<file path="src/rtl/qe_seq_pkg.sv">
package qe_seq_pkg;

  localparam int BYTE_W = 8;

  typedef enum logic [2:0] {
    QM_NONE,
    QM_SR2_B7,
    QM_SR1_B6,
    QM_CFG_B1,
    QM_BAD
  } qe_mode_e;

  typedef enum logic [2:0] {
    ST_IDLE,
    ST_READ_QE,
    ST_READ_SR1,
    ST_WREN,
    ST_WRITE,
    ST_POLL,
    ST_VERIFY
  } seq_state_e;

  localparam logic [7:0] OPC_RD_STAT  = 8'h05;
  localparam logic [7:0] OPC_RD_CFG   = 8'h35;
  localparam logic [7:0] OPC_RD_STAT2 = 8'h3F;
  localparam logic [7:0] OPC_WR_STAT2 = 8'h3E;
  localparam logic [7:0] OPC_WR_STAT  = 8'h01;
  localparam logic [7:0] OPC_WR_EN    = 8'h06;

  typedef struct packed {
    qe_mode_e   mode;
    logic [7:0] rd_op;
    logic [7:0] wr_op;
    logic [2:0] bit_idx;
    logic       two_byte;
  } qe_plan_t;

endpackage

</file>
<file path="src/rtl/qe_plan_decode.sv">
module qe_plan_decode
  import qe_seq_pkg::*;
(
  input  logic [2:0] code,
  output qe_plan_t   plan
);
  always_comb begin
    plan.mode     = QM_NONE;
    plan.rd_op    = OPC_RD_STAT;
    plan.wr_op    = OPC_WR_STAT;
    plan.bit_idx  = 3'd0;
    plan.two_byte = 1'b0;
    unique case (code)
      3'b000: plan.mode = QM_NONE;
      3'b011: begin
        plan.mode    = QM_SR2_B7;
        plan.rd_op   = OPC_RD_STAT2;
        plan.wr_op   = OPC_WR_STAT2;
        plan.bit_idx = 3'd7;
      end
      3'b010: begin
        plan.mode    = QM_SR1_B6;
        plan.rd_op   = OPC_RD_STAT;
        plan.bit_idx = 3'd6;
      end
      3'b001, 3'b100, 3'b101: begin
        plan.mode     = QM_CFG_B1;
        plan.rd_op    = OPC_RD_CFG;
        plan.bit_idx  = 3'd1;
        plan.two_byte = 1'b1;
      end
      default: plan.mode = QM_BAD;
    endcase
  end
endmodule

</file>
<file path="src/rtl/qe_payload_build.sv">
module qe_payload_build
  import qe_seq_pkg::*;
(
  input  qe_plan_t    plan,
  input  logic [7:0]  qe_byte,
  input  logic [7:0]  stat_byte,
  output logic [15:0] wdata
);
  logic [7:0] set_byte;

  always_comb begin
    set_byte = qe_byte;
    set_byte[plan.bit_idx] = 1'b1;
    if (plan.two_byte) wdata = {set_byte, stat_byte};
    else               wdata = {8'h00, set_byte};
  end
endmodule

</file>
<file path="src/rtl/qe_poll_timer.sv">
module qe_poll_timer #(
  parameter int LIMIT_W = 16
) (
  input  logic               clk,
  input  logic               rst,
  input  logic               clear,
  input  logic               step,
  input  logic [LIMIT_W-1:0] limit,
  output logic               expire
);
  localparam int CNT_W = LIMIT_W + 1;

  logic [CNT_W-1:0] cnt;
  logic [CNT_W-1:0] cnt_inc;

  assign cnt_inc = cnt + 1'b1;
  assign expire  = step && (cnt_inc >= {1'b0, limit});

  always_ff @(posedge clk) begin
    if (rst || clear)         cnt <= '0;
    else if (step && !expire) cnt <= cnt_inc;
  end

  // a poll that does not expire leaves the count strictly under the limit
  assert_poll_count_R9: assert property (@(posedge clk) disable iff (rst)
    (step && !expire && !clear) |=> (cnt < {1'b0, $past(limit)}));
endmodule

</file>
<file path="src/rtl/qe_enable_seq.sv">
module qe_enable_seq
  import qe_seq_pkg::*;
#(
  parameter int LIMIT_W = 16
) (
  input  logic               clk,
  input  logic               rst,
  input  logic               start,
  input  logic [2:0]         qer_code,
  input  logic [LIMIT_W-1:0] poll_limit,
  output logic               busy,
  output logic               done,
  output logic               error,
  output logic               txn_start,
  output logic [7:0]         txn_opcode,
  output logic [1:0]         txn_nwr,
  output logic [15:0]        txn_wdata,
  output logic               txn_rd,
  input  logic               txn_done,
  input  logic [7:0]         txn_rdata
);
  seq_state_e  state;
  qe_plan_t    plan_c, plan_q;
  logic        issued;
  logic [7:0]  qe_byte, stat_byte, prev_op;
  logic [15:0] payload;
  logic        rsp, poll_clear, poll_step, poll_expire, bit_seen;

  qe_plan_decode u_dec (.code(qer_code), .plan(plan_c));

  qe_payload_build u_pay (
    .plan(plan_q), .qe_byte(qe_byte), .stat_byte(stat_byte), .wdata(payload)
  );

  assign rsp        = (state != ST_IDLE) && issued && txn_done;
  assign poll_clear = rsp && (state == ST_WRITE);
  assign poll_step  = rsp && (state == ST_POLL) && txn_rdata[0];
  assign bit_seen   = txn_rdata[plan_q.bit_idx];

  qe_poll_timer #(.LIMIT_W(LIMIT_W)) u_tmr (
    .clk(clk), .rst(rst), .clear(poll_clear), .step(poll_step),
    .limit(poll_limit), .expire(poll_expire)
  );

  assign busy = (state != ST_IDLE);

  always_ff @(posedge clk) begin
    if (rst) begin
      state      <= ST_IDLE;
      plan_q     <= '0;
      issued     <= 1'b0;
      qe_byte    <= '0;
      stat_byte  <= '0;
      prev_op    <= '0;
      done       <= 1'b0;
      error      <= 1'b0;
      txn_start  <= 1'b0;
      txn_opcode <= '0;
      txn_nwr    <= '0;
      txn_wdata  <= '0;
      txn_rd     <= 1'b0;
    end else begin
      done      <= 1'b0;
      error     <= 1'b0;
      txn_start <= 1'b0;
      if (txn_start) prev_op <= txn_opcode;

      if (state == ST_IDLE) begin
        if (start) begin
          plan_q <= plan_c;
          issued <= 1'b0;
          unique case (plan_c.mode)
            QM_NONE: done <= 1'b1;
            QM_BAD:  begin done <= 1'b1; error <= 1'b1; end
            default: state <= ST_READ_QE;
          endcase
        end
      end else if (!issued) begin
        issued    <= 1'b1;
        txn_start <= 1'b1;
        txn_nwr   <= 2'd0;
        txn_wdata <= '0;
        txn_rd    <= 1'b1;
        unique case (state)
          ST_READ_QE, ST_VERIFY: txn_opcode <= plan_q.rd_op;
          ST_READ_SR1, ST_POLL:  txn_opcode <= OPC_RD_STAT;
          ST_WREN: begin
            txn_opcode <= OPC_WR_EN;
            txn_rd     <= 1'b0;
          end
          ST_WRITE: begin
            txn_opcode <= plan_q.wr_op;
            txn_nwr    <= plan_q.two_byte ? 2'd2 : 2'd1;
            txn_wdata  <= payload;
            txn_rd     <= 1'b0;
          end
          default: txn_opcode <= OPC_RD_STAT;
        endcase
      end else if (txn_done) begin
        issued <= 1'b0;
        unique case (state)
          ST_READ_QE: begin
            qe_byte <= txn_rdata;
            if (bit_seen) begin
              state <= ST_IDLE;
              done  <= 1'b1;
            end else if (plan_q.mode == QM_CFG_B1) begin
              state <= ST_READ_SR1;
            end else begin
              state <= ST_WREN;
            end
          end
          ST_READ_SR1: begin
            stat_byte <= txn_rdata;
            state     <= ST_WREN;
          end
          ST_WREN:  state <= ST_WRITE;
          ST_WRITE: state <= ST_POLL;
          ST_POLL: begin
            if (!txn_rdata[0]) begin
              state <= ST_VERIFY;
            end else if (poll_expire) begin
              state <= ST_IDLE;
              done  <= 1'b1;
              error <= 1'b1;
            end
          end
          ST_VERIFY: begin
            state <= ST_IDLE;
            done  <= 1'b1;
            error <= !bit_seen;
          end
          default: state <= ST_IDLE;
        endcase
      end
    end
  end

  // a status write must follow a write-enable directly
  assert_wren_before_write_R7: assert property (@(posedge clk) disable iff (rst)
    (txn_start && (txn_opcode == OPC_WR_STAT || txn_opcode == OPC_WR_STAT2))
      |-> (prev_op == OPC_WR_EN));

  // the confirming read only follows a ready status poll
  assert_verify_after_poll_R8: assert property (@(posedge clk) disable iff (rst)
    (txn_start && state == ST_VERIFY) |-> (prev_op == OPC_RD_STAT));

  // done lasts one cycle
  assert_done_pulse_R11: assert property (@(posedge clk) disable iff (rst)
    done |=> !done);

  // error appears only with done
  assert_error_with_done_R11: assert property (@(posedge clk) disable iff (rst)
    error |-> done);

  // transactions are requested only inside a sequence
  assert_txn_while_busy_R10: assert property (@(posedge clk) disable iff (rst)
    txn_start |-> busy);

  // a single outstanding transaction at a time
  assert_single_request_R11: assert property (@(posedge clk) disable iff (rst)
    txn_start |=> !txn_start);
endmodule

</file>
<file path="config.mk">
export PLATFORM = sky130hd
export DESIGN_NAME = qe_enable_seq
export DESIGN_NICKNAME = d
export VERILOG_FILES = /design/src/rtl/qe_seq_pkg.sv /design/src/rtl/qe_plan_decode.sv /design/src/rtl/qe_payload_build.sv /design/src/rtl/qe_poll_timer.sv /design/src/rtl/qe_enable_seq.sv
export SDC_FILE = /design/constraint.sdc
export NUM_CORES = 1
export LEC_CHECK = 0
export BUFFER_PORTS_ARGS = -buffer_cell sky130_fd_sc_hd__buf_2
export CORE_AREA = 2 2 112 114
export CTS_CLUSTER_DIAMETER = 100
export CTS_CLUSTER_SIZE = 24
export DETAILED_ROUTE_END_ITERATION = 16
export DIE_AREA = 0 0 114 116
export PLACE_DENSITY_LB_ADDON = 0.15
export SETUP_SLACK_MARGIN = 0.05
export SYNTH_ARGS = -nofsm -noshare
export SYNTH_HDL_FRONTEND = slang
export SYNTH_HIERARCHICAL = 1
export SYNTH_SLANG_ARGS = --single-unit
</file>
<file path="constraint.sdc">
create_clock -name clk -period 3.9 [get_ports clk]
set_input_delay 0.39 -clock clk [delete_from_list [all_inputs] [get_ports clk]]
set_output_delay 0.39 -clock clk [all_outputs]
set_load 0.02 [all_outputs]
</file>
==> results of run 1 <==
## worst max path at each step
stage | cells past startpoint | end | slack (ns)
floorplan | 14 | state[0]$_SDFFE_PP0P_ | 0.61
detailed placement | 13 | state[0]$_SDFFE_PP0P_ | 0.16
CTS | 13 | state[0]$_SDFFE_PP0P_ | 0.15
global placement | 13 | state[0]$_SDFFE_PP0P_ | 0.33
global route | 13 | state[0]$_SDFFE_PP0P_ | 0.07
finish | 13 | state[0]$_SDFFE_PP0P_ | 0.35
## power by group
| part | total, µW | internal, µW | switching [µW] |
|---|---|---|---|
| Combinational | 282 | 99.0 | 183 |
| Clock | 822 | 452 | 370 |
| Sequential | 1000 | 955 | 48.7 |
## logic make-up (layout without fill, tap and decap cells)
kind of cell,Yosys count,in the layout
compound gates,143,143
buf+inv,79,108
simple gates,211,211
flops,90,90
other cells,2,6
mux,27,27
fa+ha+maj,17,17
xor+xnor,17,17
## flip-flops by register name, indices dropped and copies added (netlist names)
signal / cells
done: 1
error: 1
issued: 1
plan_q: 23
qe_byte: 8
stat_byte: 8
state: 3
txn_nwr: 2
txn_opcode: 8
txn_rd: 1
txn_start: 1
txn_wdata: 16
u_tmr/cnt: 17
## metrics by stage
stage               setup WS, ns  utilization, %
finish                    0.3530           44.38
global route             0.06617           44.38
CTS                       0.1477           44.29
detailed placement        0.1558           41.93
global placement          0.3301           41.93
floorplan                 0.6106               -
## cell type report
cell class / count / area share, %
Multi-Input combinational cell: 421 / 49.02
Sequential cell: 90 / 34.08
Timing Repair Buffer: 63 / 6.059
Clock buffer: 11 / 4.592
Tap cell: 147 / 3.479
Inverter: 29 / 2.059
Clock inverter: 5 / 0.7101
## Yosys cell counts, drive strengths merged (4+ instances only)
cell type,number
o21ai,34
a22oi,18
buf,31
nand3,11
xnor2,12
nor2,57
nand2,80
a21oi,55
clkbuf,19
ha,17
dfxtp,90
o31ai,6
or3,13
mux2i,24
or2,7
xor2,5
nand4,8
inv,29
nand2b,8
a21o,6
and3,4
and2,4
## worst max-delay path: stages, from the launching register on
cell	delay (ns)
dfxtp_1	0.43
ha_1	0.32
nand3_1	0.12
or2_2	0.39
nor2_1	0.15
xor2_1	0.08
ha_1	0.29
nand3_1	0.13
nor3_4	0.29
o311ai_2	0.15
a41oi_1	0.35
nor2_1	0.18
a2111o_1	0.41
a31oi_1	0.16
## layer usage
layer / vias to the layer above / part of all wire [%]
met2: 64 / 47
met1: 1903 / 47
met3: 12 / 4.3
met4: 0 / 1.3
li1: 2069 / -
met5: - / 0
==> metrics.md, run 1 <==
| Metric | Value |
|---|---|
| Cts repair resizes | 0 |
| Global routing met3 resource utilization | approximately 3.5% |
| Min-Delay Startpoint | txn_rdata[6] |
| Area of the multi-input gates | 0.002591 mm² |
| CTS tree | done |
| Period minus WS final | 3.547 ns |
| Worst-path clk slew | 0.07 ns |
| Reg-to-Reg End | state[0]$_SDFFE_PP0P_ |
| Total grt overflow | 0 |
| Commonest non-fill, non-tap cell in the layout | dfxtp_1 |
| Sink Count | 90 |
| Htree depth | 3 |
| Antenna cells | 0 |
| Final Non-Filler Cells | 766 |
| First-pass GRT wire length | roughly 19 mm |
| Met1 Usage GRT | 23.80% |
| Simple-gate share of the synthesized area | 21.20% |
| Cell area after layout | 0.005286 mm² |
| Die area | ~0.013 mm² |
| Startpoint Class | flip-flop |
| Vias per inst | 5.285 |
| Yosys top cell area share | 37.92% |
| Internal reg-to-reg setup slack | about 0.35 ns |
| Worst-Skew Late Latency | between 0.3 and 0.4 ns |
| Hold buffer count at CTS | 0 |
| XOR/XNOR Fraction of Synth Area | 3.134% |
| Endpoints failing setup | 0 |
| IR drop worst, VDD | 0.0002581 V |
| Layout Skew | around 0.0072 ns |
| Worst r2r path cells | 13 |
| Chip height | 116 µm |
| Synth Cell Area | about 0.0048 mm² |
| Top FF cell, synth | dfxtp_1 |
| Power per cell area | 398.5 mW/mm² |
| Gpl congestion | 0.8471 |
| Hold slack | 0.3208 ns |
| Die span in x | between 100 and 150 µm |
| Flops & latches, synth | 90 |
| Synth top area cells | dfxtp_1 (38%), nand2_1 (6.2%), a21oi_1 (5.7%) |
| Average wire per standard cell | ~15 µm |
| Hold Path Class | primary input to flip-flop |
| Setup Total Neg Slack | 0 ns |
| Clock root buffer master | clkbuf_16 |
| Initial Util | ~40% |
| Worst-path fanout max | 12 |
| Compound-cell area share of the yosys netlist | a little under a fifth |
| Buffers added on ports | 61 |
| Detailed Route WL | between 10 and 15 mm |
| Mean area per synthesized cell | 8.107 µm² |
| Fillcell total | 1203 |
| Total power | 2106 µW |
| Area grow syn2layout | 11.27% |
| Register area share after synthesis | 37.92% |
| Hold EP | stat_byte[6]$_SDFFE_PP0P_ |
| FF+latch area | 0.001802 mm² |
| Final Hold Viols | 0 |
| DR vias | 4048 |
| Lkg Pwr | ~0.0022 µW |
| DRT Pass-1 Iters | 4 |
| DRC errors left | 0 |
| CP endpoint kind | flip-flop |
| Worst hold path cell count | 3 |
| Post-CTS setup buffers | 0 |
| Area leader, netlist | dfxtp_1 |
| Worst rel slew slack | 33.68% |
| Most frequent cells in the layout | dfxtp_1 (90), nand2_1 (79), buf_2 (61) |
| Post-Synth Adder-Cell Area | 4.477% |
| Largest net degree at the start of global routing | 53 |
| DPL Wire Length | 7.961 mm |
| Vias in the first global route | 3865 |
| Routed Antenna Nets | 0 |
| Peak Freq | 281.9 MHz |
| Worst EP required | between 4 and 5 ns |
| Nets | 662 |
| Worst Max-Slew Pin Slew | approximately 0.99 ns |
| Met2 Use GR | about 30% |
| Post-synth EDFFs | 0 |
| Period utilization | 90.95% |
| Initial drt markers | 272 |
| RSZ-0062 raised after global routing | false |
| Initial antenna violation count | 0 |
| Async set or reset register ratio after synthesis | 0% |
| Worst Setup SP | u_tmr/cnt[0]$_SDFFE_PP0P_ |
| CTS max path bufs | 2 |
| Row cnt | 40 |
| # Max-Cap Violations | 0 |
| CP arrival | 3.81 ns |
| Total placed instance area | 0.004995 mm² |
| Floorplan core area | 0.01191 mm² |
| Pins Over Slew Limit | 0 |
| Synth cell types | 68 |
| GRT Overall Usage | 17.98% |
| Worst r2r src | u_tmr/cnt[0]$_SDFFE_PP0P_ |
| Outcome | finished, final reports clean |
| Crit path kind | flip-flop to flip-flop |
| Most Crowded Layer GR | met2 |
| Ports | 62 |
| Post-synthesis mux area share | between 6 and 7% |
| Largest family of logic cells by synthesized area | simple AND/OR/NAND/NOR gates |
| YS warnings | 6 |
| Number of placed instances, taps included | 750 |
| Layout cell share with drive strength beyond 1 | around 16% |
| CTS buffer count | 9 |
| Cells after synthesis | roughly 590 |
No activity file was read; power rests on OpenSTA's default activity.
==> run 2, diff against run 1 <==
Settings changed: CORE_AREA 2 2 112 114 to 2 2 120 122, DIE_AREA 0 0 114 116 to 0 0 122 124.
==> metrics.md, run 2 (same netlist as run 1, synthesis figures left out) <==
| Metric | Value |
|---|---|
| Buffers added on ports | 61 |
| Startpoint Class | flip-flop |
| CP arrival | between 3 and 4 ns |
| Setup Total Neg Slack | 0 ns |
| Vias per inst | 5.018 |
| # Max-Cap Violations | 0 |
| Area of the multi-input gates | 0.002585 mm² |
| Hold Path Class | primary input to flip-flop |
| Worst-path fanout max | 26 |
| Die span in x | 122 µm |
| Final Hold Viols | 0 |
| CTS buffer count | 9 |
| Period utilization | 90.15% |
| Layout Skew | approximately 0.0063 ns |
| Worst-Skew Late Latency | 0.35 ns |
| Worst hold path cell count | 3 |
| Clock root buffer master | clkbuf_16 |
| Die area | 0.01513 mm² |
| Layout cell share with drive strength beyond 1 | 16.48% |
| Initial antenna violation count | 0 |
| Worst Max-Slew Pin Slew | 1.076 ns |
| Nets | about 660 |
| Detailed Route WL | 11.46 mm |
| Pins Over Slew Limit | 0 |
| Initial drt markers | around 270 |
| Ports | just over 60 |
| CTS tree | done |
| IR drop worst, VDD | 0.0001976 V |
| Top flop regs | plan_q x23, u_tmr/cnt x17, txn_wdata x16 |
| Lkg Pwr | 0.002224 µW |
| CTS max path bufs | 2 |
| Routed Antenna Nets | 0 |
| Worst r2r path cells | 13 |
| Period minus WS final | 3.516 ns |
| DRC errors left | 0 |
| Row cnt | 43 |
| Floorplan core area | 0.01372 mm² |
| Total power | 2167 µW |
| Vias in the first global route | 3685 |
| GRT Overall Usage | 15.83% |
| Peak Freq | 284.4 MHz |
| Worst rel slew slack | 28.19% |
| Htree depth | 3 |
| Commonest non-fill, non-tap cell in the layout | dfxtp_1 |
| Biggest register | plan_q |
| Outcome | finished, final reports clean |
| Endpoints failing setup | 0 |
| First-pass GRT wire length | 18.66 mm |
| Sink Count | 90 |
| Gpl congestion | 0.8289 |
| DPL Wire Length | 8.178 mm |
| DRT Pass-1 Iters | 4 |
| Hold buffer count at CTS | 0 |
| Average wire per standard cell | 14.34 µm |
| DR vias | 4009 |
| Post-CTS setup buffers | 0 |
| Worst EP required | 4.17 ns |
| FF+latch area | 0.001802 mm² |
| Initial Util | 34.63% |
| Power per cell area | 403.8 mW/mm² |
| CP endpoint kind | flip-flop |
| Largest net degree at the start of global routing | 40 |
| Antenna cells | 0 |
| Area grow syn2layout | 12.93% |
| Chip height | 124 µm |
| Most frequent cells in the layout | dfxtp_1 (90), nand2_1 (79), buf_2 (61) |
| Worst-path clk slew | 0.06 ns |
| Crit path kind | flip-flop to flip-flop |
| Fillcell total | 1465 |
| Max FFs per register | 23 |
| Total grt overflow | 0 |
| RSZ-0062 raised after global routing | false |
-- run 2: cell count changes in the layout (fill, tap and decap cells not counted) --
cell,previous run,this run
nor3_2,0,1
clkinvlp_4,2,1
clkbuf_1,1,0
bufinv_16,0,1
clkbuf_8,1,2
inv_6,1,0
buf_12,0,1
nor3_4,1,0
-- run 2: path summary, 6_finish.rpt --
| check | start | endpoint | slack, ns |
|---|---|---|---|
| min | txn_rdata[1] | stat_byte[1]$_SDFFE_PP0P_ | 0.32 |
| max reg2reg | u_tmr/cnt[0]$_SDFFE_PP0P_ | u_tmr/cnt[10]$_SDFFE_PP0P_ | 0.38 |
| min reg2reg | plan_q[11]$_SDFFE_PP0P_ | plan_q[11]$_SDFFE_PP0P_ | 0.45 |
| max | u_tmr/cnt[0]$_SDFFE_PP0P_ | u_tmr/cnt[10]$_SDFFE_PP0P_ | 0.38 |
-- run 2: metal layers --
layer | routed length, µm | part of all wire (%) | track usage (%) | vias up
met2 | 5383 | 47 | 25.31 | 69
li1 | - | - | - | 2061
met5 | 0 | 0 | 0 | -
met4 | 85 | 0.74 | 4.310 | 0
met3 | 550 | 4.8 | 4.396 | 9
met1 | 5435 | 47 | 21.01 | 1870
-- run 2: timing repair --
action / in CTS / in global routing
hold endpoints to repair: 0 / 0
endpoints found under the setup margin: 0 / 4
resized for setup: 0 / 1
-- run 2: per-stage QoR --
step                      setup slack (ns)  area, µm²  std cells  hold slack, ns  utilization [%]
after CTS                           0.2702       5360        799          0.3110            39.07
after global placement              0.3985       5056        784          0.4396            36.85
after global routing               0.08841       5365        799          0.3095            39.11
after floorplan                     0.6106       4766        590          0.4329                -
after detailed placement            0.2734       5056        784          0.4486            36.85
final                               0.3841       5365        799          0.3192            39.11
-- run 2: worst max-delay path, stage by stage, from the launching register on --
cell and delay (ns):
dfxtp_1 0.42, ha_1 0.29, nand3_1 0.12, or2_2 0.39
nor2_1 0.15, xor2_1 0.16, ha_1 0.26, a21o_1 0.16
a21o_1 0.19, a211oi_2 0.19, nand4_1 0.29, buf_12 0.26
or4_1 0.40, a21oi_1 0.16
-- run 2: report_power, final --
part	switching, µW	internal [µW]	total, µW
clock network	360	528	888
registers	48.0	955	1000
logic	176	99.3	276
total	585	1580	2170
-- run 2: final cells by class --
type                       count  share of cell area [%]
clock buffer                  11                   4.711
clock inverter                 4                  0.9562
tap                          180                   4.198
multi-input combinational    421                   48.18
sequential                    90                   33.58
timing repair buffer          64                   6.343
inverter                      29                   2.029
